[config.mk]
export PLATFORM = sky130hd
export DESIGN_NAME = prio_irq_ctrl
export DESIGN_NICKNAME = d
export VERILOG_FILES = /design/src/rtl/irq_ctrl_pkg.sv /design/src/rtl/irq_pin_sync.sv /design/src/rtl/irq_pend_reg.sv /design/src/rtl/irq_arbiter.sv /design/src/rtl/prio_irq_ctrl.sv
export SDC_FILE = /design/constraint.sdc
export NUM_CORES = 1
export LEC_CHECK = 0
export BUFFER_PORTS_ARGS = -buffer_cell sky130_fd_sc_hd__buf_2
export CAP_MARGIN = 25
export CORE_ASPECT_RATIO = 1.2
export CORE_MARGIN = 10
export CORE_UTILIZATION = 53
export DETAILED_ROUTE_END_ITERATION = 8
export HOLD_SLACK_MARGIN = 0.12
export PLACE_DENSITY = 0.81
export RECOVER_POWER = 50
export SLEW_MARGIN = 40
export SYNTH_ARGS = -nofsm -noshare
export SYNTH_HDL_FRONTEND = slang
export SYNTH_HIERARCHICAL = 1
export SYNTH_SLANG_ARGS = --single-unit
export TNS_END_PERCENT = 100
[constraint.sdc]
create_clock -name clk -period 2.76 [get_ports clk]
set_input_delay 0.138 -clock clk [delete_from_list [all_inputs] [get_ports clk]]
set_output_delay 0.138 -clock clk [all_outputs]
set_load 0.1 [all_outputs]
[src/rtl/irq_ctrl_pkg.sv]
package irq_ctrl_pkg;
  localparam int DEF_NPIN  = 8;
  localparam int DEF_WORD  = 32;
  localparam int DEF_VEC_W = 8;

  // Register indices on the software port
  localparam logic [1:0] SEL_PEND = 2'd0;
  localparam logic [1:0] SEL_MASK = 2'd1;
  localparam logic [1:0] SEL_EDGE = 2'd2;
  localparam logic [1:0] SEL_VEC  = 2'd3;

  // Vector code of priority index idx
  function automatic logic [DEF_VEC_W-1:0] vec_of(input int idx);
    return DEF_VEC_W'(idx * 4);
  endfunction

  // Word bit that carries index idx (index 0 sits at the MSB)
  function automatic int word_bit(input int width, input int idx);
    return width - 1 - idx;
  endfunction
endpackage

[src/rtl/irq_pin_sync.sv]
module irq_pin_sync #(
  parameter int N = 8
) (
  input  logic         clk,
  input  logic         rst_n,
  input  logic [N-1:0] pin_n,
  output logic [N-1:0] low_lvl,
  output logic [N-1:0] fall
);
  logic [N-1:0] s1_q, s2_q, prev_q;

  always_ff @(posedge clk or negedge rst_n) begin
    if (!rst_n) begin
      s1_q   <= '1;
      s2_q   <= '1;
      prev_q <= '1;
    end else begin
      s1_q   <= pin_n;
      s2_q   <= s1_q;
      prev_q <= s2_q;
    end
  end

  assign low_lvl = ~s2_q;
  assign fall    = prev_q & ~s2_q;
endmodule

[src/rtl/irq_pend_reg.sv]
module irq_pend_reg #(
  parameter int NPIN = 8,
  localparam int NSRC = 2 * NPIN
) (
  input  logic            clk,
  input  logic            rst_n,
  input  logic [NPIN-1:0] low_lvl,
  input  logic [NPIN-1:0] fall,
  input  logic [NPIN-1:0] edge_sel,
  input  logic [NPIN-1:0] int_lvl,
  input  logic [NSRC-1:0] clr,
  output logic [NSRC-1:0] pend
);
  logic [NSRC-1:0] pend_q;

  for (genvar k = 0; k < NPIN; k++) begin : g_src
    // External pin k lives at even index 2k
    always_ff @(posedge clk or negedge rst_n) begin
      if (!rst_n)           pend_q[2*k] <= 1'b0;
      else if (edge_sel[k]) pend_q[2*k] <= fall[k] | (pend_q[2*k] & ~clr[2*k]);
      else                  pend_q[2*k] <= low_lvl[k];
    end
    // Internal level k lives at odd index 2k+1
    always_ff @(posedge clk or negedge rst_n) begin
      if (!rst_n) pend_q[2*k+1] <= 1'b0;
      else        pend_q[2*k+1] <= int_lvl[k];
    end
  end

  assign pend = pend_q;
endmodule

[src/rtl/irq_arbiter.sv]
module irq_arbiter #(
  parameter int NSRC  = 16,
  parameter int VEC_W = 8
) (
  input  logic [NSRC-1:0]  eff,
  output logic             any,
  output logic [VEC_W-1:0] vec
);
  import irq_ctrl_pkg::*;

  always_comb begin
    any = |eff;
    vec = '0;
    // Scan from the lowest priority up, so index 0 wins
    for (int i = NSRC - 1; i >= 0; i--) begin
      if (eff[i]) vec = VEC_W'(vec_of(i));
    end
  end
endmodule

[src/rtl/prio_irq_ctrl.sv]
module prio_irq_ctrl #(
  parameter int NPIN   = irq_ctrl_pkg::DEF_NPIN,
  parameter int WORD_W = irq_ctrl_pkg::DEF_WORD,
  parameter int VEC_W  = irq_ctrl_pkg::DEF_VEC_W
) (
  input  logic              clk,
  input  logic              rst_n,
  input  logic [NPIN-1:0]   irq_pin_n,
  input  logic [NPIN-1:0]   int_lvl,
  input  logic [1:0]        reg_sel,
  input  logic              reg_wr,
  input  logic [WORD_W-1:0] reg_wdata,
  output logic [WORD_W-1:0] reg_rdata,
  output logic              core_irq,
  output logic [VEC_W-1:0]  vec_code
);
  import irq_ctrl_pkg::*;
  localparam int NSRC = 2 * NPIN;

  logic [NPIN-1:0]  low_lvl, fall, edge_q;
  logic [NSRC-1:0]  pend_q, mask_q, clr, eff;
  logic             win_any;
  logic [VEC_W-1:0] win_vec;
  logic             wr_pend, wr_mask, wr_edge;

  assign wr_pend = reg_wr && (reg_sel == SEL_PEND);
  assign wr_mask = reg_wr && (reg_sel == SEL_MASK);
  assign wr_edge = reg_wr && (reg_sel == SEL_EDGE);

  irq_pin_sync #(.N(NPIN)) u_sync (
    .clk(clk), .rst_n(rst_n), .pin_n(irq_pin_n),
    .low_lvl(low_lvl), .fall(fall)
  );

  for (genvar i = 0; i < NSRC; i++) begin : g_clr
    assign clr[i] = wr_pend & reg_wdata[word_bit(WORD_W, i)];
  end

  irq_pend_reg #(.NPIN(NPIN)) u_pend (
    .clk(clk), .rst_n(rst_n), .low_lvl(low_lvl), .fall(fall),
    .edge_sel(edge_q), .int_lvl(int_lvl), .clr(clr), .pend(pend_q)
  );

  always_ff @(posedge clk or negedge rst_n) begin
    if (!rst_n) begin
      mask_q <= '0;
      edge_q <= '0;
    end else begin
      if (wr_mask)
        for (int i = 0; i < NSRC; i++) mask_q[i] <= reg_wdata[word_bit(WORD_W, i)];
      if (wr_edge)
        for (int k = 0; k < NPIN; k++) edge_q[k] <= reg_wdata[word_bit(WORD_W, k)];
    end
  end

  // Source 0 is non-maskable
  assign eff = pend_q & (mask_q | NSRC'(1));

  irq_arbiter #(.NSRC(NSRC), .VEC_W(VEC_W)) u_arb (
    .eff(eff), .any(win_any), .vec(win_vec)
  );

  always_ff @(posedge clk or negedge rst_n) begin
    if (!rst_n) begin
      core_irq <= 1'b0;
      vec_code <= '0;
    end else begin
      core_irq <= win_any;
      vec_code <= win_vec;
    end
  end

  always_comb begin
    reg_rdata = '0;
    unique case (reg_sel)
      SEL_PEND: for (int i = 0; i < NSRC; i++) reg_rdata[word_bit(WORD_W, i)] = pend_q[i];
      SEL_MASK: for (int i = 0; i < NSRC; i++) reg_rdata[word_bit(WORD_W, i)] = mask_q[i];
      SEL_EDGE: for (int k = 0; k < NPIN; k++) reg_rdata[word_bit(WORD_W, k)] = edge_q[k];
      default:  reg_rdata[VEC_W-1:0] = vec_code;
    endcase
  end
endmodule

==> results of run 1 <==
## routing by layer
metal	GRT usage [%]	vias up	wire length [µm]
met4	5.942	0	114
met3	6.317	12	557
li1	-	1084	-
met5	0	-	0
met1	15.42	1089	2799
met2	25.38	64	3549
## through the flow
stage | utilization [%] | total power (µW) | hold slack [ns] | cell area (µm²) | instances
finish | 69.16 | 3150 | 0.3607 | 4158 | 462
global route | 69.16 | 3294 | 0.3657 | 4158 | 462
CTS | 69.22 | 3163 | 0.3574 | 4161 | 461
detailed placement | 60.06 | 2216 | 0.2442 | 3611 | 412
global placement | 60.00 | 2194 | 0.2425 | 3607 | 412
floorplan | - | 2050 | -0.1576 | 3286 | 279
## critical path: cells and delay by family
kind,cells,cell delay [ns]
buffers and inverters,3,1.81
## cell usage in the layout, fill, tap and decap left out, types with 10 or more instances in the layout
cell,instances
and2_1,23
a31oi_1,10
conb_1,12
buf_2,69
clkbuf_8,10
dfstp_2,16
mux2_2,14
mux2_4,10
inv_1,19
dlygate4sd3_1,33
nor2_1,23
dfrtp_1,49
mux2i_1,16
## registers in the layout, summed over array words and instances (netlist names)
signal	cells
mask_q	16
u_pend/pend	16
u_sync/s2_q	8
edge_q	8
u_sync/prev_q	8
u_sync/s1_q	8
core_irq	1
vec_code	8
## worst paths after layout
check	slack, ns	endpoint	start
min reg2reg	0.36	u_sync/s2_q[6]	u_sync/s1_q[6]
max in group clk	1.09	reg_rdata[24]	reg_sel[1]
min in group asynchronous	0.86	u_pend/pend[15]	rst_n
min	0.36	u_sync/s2_q[6]	u_sync/s1_q[6]
max	0.92	edge_q[6]	rst_n
max reg2reg	1.28	core_irq	u_pend/pend[4]
## power breakdown
group / internal [µW] / leakage [µW] / switching (µW)
Sequential: 1210 / 0.000822 / 91.6
Clock: 532 / 0.000113 / 381
Combinational: 265 / 0.00111 / 668
## what timing repair did
item	in CTS	in global routing
hold buffers	33	0
endpoints found under the setup margin	0	0
endpoints found under the hold margin	89	0
## final cells by class
type,instances,share of cell area (%)
diodes,1,0.06019
clock buffers,11,3.401
clock inverters,5,1.896
inverters,19,1.715
multi-input cells,166,29.07
flip-flops and latches,73,44.66
well taps,82,2.468
repair buffers,105,16.73
==> flow_summary_export.csv, run 1 <==
group,metric,value,unit
setup_path,path_cells,"dlygate4sd3_1 > buf_2 > clkbuf_2",
layout,multi_input_area,0.001209,mm²
clocking,cts_tree,"done",
global_routing,first_global_vias,2395,
timing,tightest_slew,1.678,ns
floorplanning,core.rowCount,31,
route,route.detailed.drc,0,
timing,fin_crit_sh,66.68,%
synthesis,synth_cells,269,
route,wl,7021,µm
global_routing,grt_pass1_wl,11530,µm
setup_path,criticalPathCategory,"in2async",
clocking,root_buffer,"clkbuf_8",
setup_path,rr_worst_depth,4,
pwr,power_density,757.6,mW/mm²
route,viasPerCell,4.868,
floorplanning,die_x,91.47,µm
timing,slew-limit-headroom,-11.83,%
clocking,cts_sinks,73,
synthesis,syn_area_per_cell,12.07,µm²
global_routing,grt_max_degree,74,
placed_design,hpwl,4709,µm
layout,final_nets,427,
floorplanning,core_area,0.006012,mm²
placed_design,gp_congestion,0.8204,
clocking,clkLatencyLatePin,0.34,ns
timing,rsz0062_at_grt,"false",
global_routing,gr-total-overflow,0,
pwr,power.leakage,0.002044,µW
global_routing,antenna_found_initial,1,
floorplanning,io_pins,94,
floorplanning,start_util,54.03,%
route,vias,2249,
timing,drv_slew,74,
timing,fin_ws,0.9197,ns
clocking,htreeDepth,3,
layout,regArea,0.001857,mm²
clocking,cts_buffers,9,
placed_design,port-buffer-count,69,
synthesis,syn_area,0.003248,mm²
flow_run,maxCapViolations,1,
route,ant_nets,0,
setup_path,crit_slowest_cell,"clkbuf_2",
timing,min_period,1.840,ns
setup_path,critPathLaunchType,"input port",
clocking,cts_resized,0,
setup_path,required,2.90,ns
route,avgRoutedWirePerCell,15.20,µm
setup_path,end_kind,"async pin",
clocking,clk_pin_slew,0.07,ns
placed_design,place_ws,1.123,ns
timing,finClkSkew,0.008587,ns
worst_hold_path,holdPathStages,0,
route,drt_iter0_drc,125,
worst_hold_path,hp-class,"reg2reg",
synthesis,yosysWarnings,6,
run_status,run_status,"finished with violations",
setup_path,cp_data_arrival_time,1.98,ns
setup_path,cp_max_fo,73,
floorplanning,fp.dieH,105.8,µm
clocking,cts.path.max_buffers,2,
clocking,cts_setup_buffers,0,
run_status,violations,"capacitance limit, slew limit",
timing,clock.fmax,543.4,MHz
global_routing,track_usage,14.73,%
timing,setup_violations,0,
timing,setup_tns,0,ns
layout,areaGrowthSynthToFinish,28.00,%
layout,num-fill-cells,422,
timing,hold_violations,0,
setup_path,cpPeakStageDelay,1.20,ns
floorplanning,fp.dieArea,0.009673,mm²
layout,drive_gt1_share,34.83,%
pwr,ir_drop,470.4,µV
route,drtPass1Iterations,4,
(Power assumes the default switching activity.)
==> run 2: changes to the inputs <==
--- a/config.mk
+++ b/config.mk
@@ -9,10 +9,10 @@
 export CAP_MARGIN = 25
 export CORE_ASPECT_RATIO = 1.2
 export CORE_MARGIN = 10
-export CORE_UTILIZATION = 53
+export CORE_UTILIZATION = 52
 export DETAILED_ROUTE_END_ITERATION = 8
 export HOLD_SLACK_MARGIN = 0.12
-export PLACE_DENSITY = 0.81
+export PLACE_DENSITY = 0.8
 export RECOVER_POWER = 50
 export SLEW_MARGIN = 40
 export SYNTH_ARGS = -nofsm -noshare
==> constraint.sdc (replaced) <==
create_clock -name clk -period 1.9 [get_ports clk]
set_input_delay 0.095 -clock clk [delete_from_list [all_inputs] [get_ports clk]]
set_output_delay 0.095 -clock clk [all_outputs]
set_load 0.1 [all_outputs]
==> flow_summary_export.csv, run 2 (same netlist as run 1, synthesis figures left out) <==
group,metric,value,unit
global_routing,first_global_vias,2468,
timing,hold_violations,0,
placed_design,placed_area,0.003772,mm²
worst_hold_path,holdPathStages,3,
placed_design,gp_congestion,0.8425,
floorplanning,start_util,53.68,%
layout,areaGrowthSynthToFinish,32.36,%
floorplanning,fp.dieH,106.6,µm
global_routing,grt_max_degree,74,
global_routing,grt_pass1_wl,11590,µm
timing,setup_violations,0,
setup_path,cp_data_arrival_time,1.70,ns
clocking,cts_sinks,73,
timing,min_period,1.485,ns
layout,mostFrequentLayoutCells,"buf_2, dfrtp_1, dlygate4sd3_1, nor2_1, and2_1",
setup_path,required,2.12,ns
global_routing,gr-total-overflow,0,
worst_hold_path,hold_end,"edge_q[7]",
pwr,power.leakage,0.002082,µW
layout,drive_gt1_share,35.79,%
layout,diodes,0,
layout,final_common_cell,"buf_2",
clocking,cts_hold_buf,33,
route,drt_iter0_drc,139,
floorplanning,io_pins,94,
timing,tightest_slew,0.9285,ns
layout,final_cell_area,0.004299,mm²
clocking,root_buffer,"clkbuf_8",
clocking,clkLatencyLatePin,0.34,ns
route,wl,6751,µm
route,ant_nets,0,
global_routing,track_usage,14.59,%
setup_path,end_kind,"register",
floorplanning,core.rowCount,31,
clocking,htreeDepth,3,
timing,hold-worst-slack,0.3510,ns
route,route.detailed.drc,0,
pwr,finalPower,4628,µW
placed_design,hpwl,4871,µm
timing,fin_crit_sh,78.16,%
flow_run,maxCapViolations,0,
route,drtPass1Iterations,4,
layout,final_nets,428,
layout,num-fill-cells,436,
setup_path,criticalPathCategory,"reg2reg",
clocking,cts_resized,0,
setup_path,timing.rr.start,"u_pend/pend[7]",
worst_hold_path,hold_path.startpoint,"reg_wr",
timing,drv_slew,0,
placed_design,port-buffer-count,69,
timing,finClkSkew,0.007073,ns
pwr,ir_drop,630.6,µV
worst_hold_path,hp-class,"in2reg",
clocking,cts.path.max_buffers,2,
setup_path,timing.rr.end,"core_irq",
setup_path,cp_max_fo,3,
floorplanning,core_area,0.006051,mm²
pwr,power_density,1077,mW/mm²
floorplanning,die_x,92.15,µm
clocking,cts_setup_buffers,0,
timing,rsz0062_at_grt,"false",
floorplanning,fp.dieArea,0.009820,mm²
clocking,cts_buffers,9,
clocking,clk_pin_slew,0.08,ns
global_routing,antenna_found_initial,0,
timing,clock.fmax,673.3,MHz
clocking,cts_tree,"done",
setup_path,rr_worst_depth,4,
route,avgRoutedWirePerCell,14.61,µm
route,viasPerCell,4.823,
timing,slew-limit-headroom,38.10,%
setup_path,r2r_setup_slack,0.41,ns
run_status,run_status,"finished, final reports clean",
route,vias,2228,
setup_path,critPathLaunchType,"register",
==> run 2: final cells by class <==
class	instances	area [µm²]	share of cell area, %
flip-flops and latches	73	1857	43.19
multi-input cells	166	1234	28.70
inverters	19	71.32	1.659
clock inverters	6	82.58	1.921
repair buffers	106	824.5	19.18
well taps	82	102.6	2.386
clock buffers	10	127.6	2.969
==> run 2: worst max path at each step <==
| stage | to | slack, ns | cells after the start | from |
|---|---|---|---|---|
| after global placement | reg_rdata[31] | 0.40 | 4 | reg_sel[1] |
| after global routing | core_irq | 0.35 | 4 | u_pend/pend[4] |
| final | core_irq | 0.41 | 4 | u_pend/pend[7] |
| after floorplan | reg_rdata[24] | -0.12 | 3 | reg_sel[0] |
| after CTS | reg_rdata[24] | 0.42 | 4 | reg_sel[1] |
| after detailed placement | reg_rdata[24] | 0.42 | 4 | reg_sel[1] |
==> run 2: stage by stage <==
stage               setup TNS, ns  util, %  cells  setup slack [ns]
global placement                0    62.34    413            0.4029
CTS                             0    71.28    462            0.4152
finish                          0    71.05    462            0.4149
global route                    0    71.05    462            0.3468
floorplan                 -0.4798        -    279           -0.1199
detailed placement              0    62.34    413            0.4172
==> run 2: critical path, cell delays in order (launching register included) <==
cell     delay (ns)
dfrtp_1        0.40
and2_1         0.21
nor4_2         0.31
nand3_1        0.13
or3_1          0.31
==> run 2: where the power goes <==
group / total (µW) / switching [µW] / internal, µW / leakage [µW]
clock network: 1270 / 539 / 732 / 0.000106
registers: 1890 / 135 / 1760 / 0.000822
logic: 1460 / 988 / 474 / 0.00115
==> run 2: metal layers <==
metal,wire length [µm],vias to the layer above,track usage (%)
li1,-,1088,-
met1,2660,1069,16.07
met2,3441,63,24.55
met3,533,8,5.024
met4,115,0,7.285
met5,0,-,0
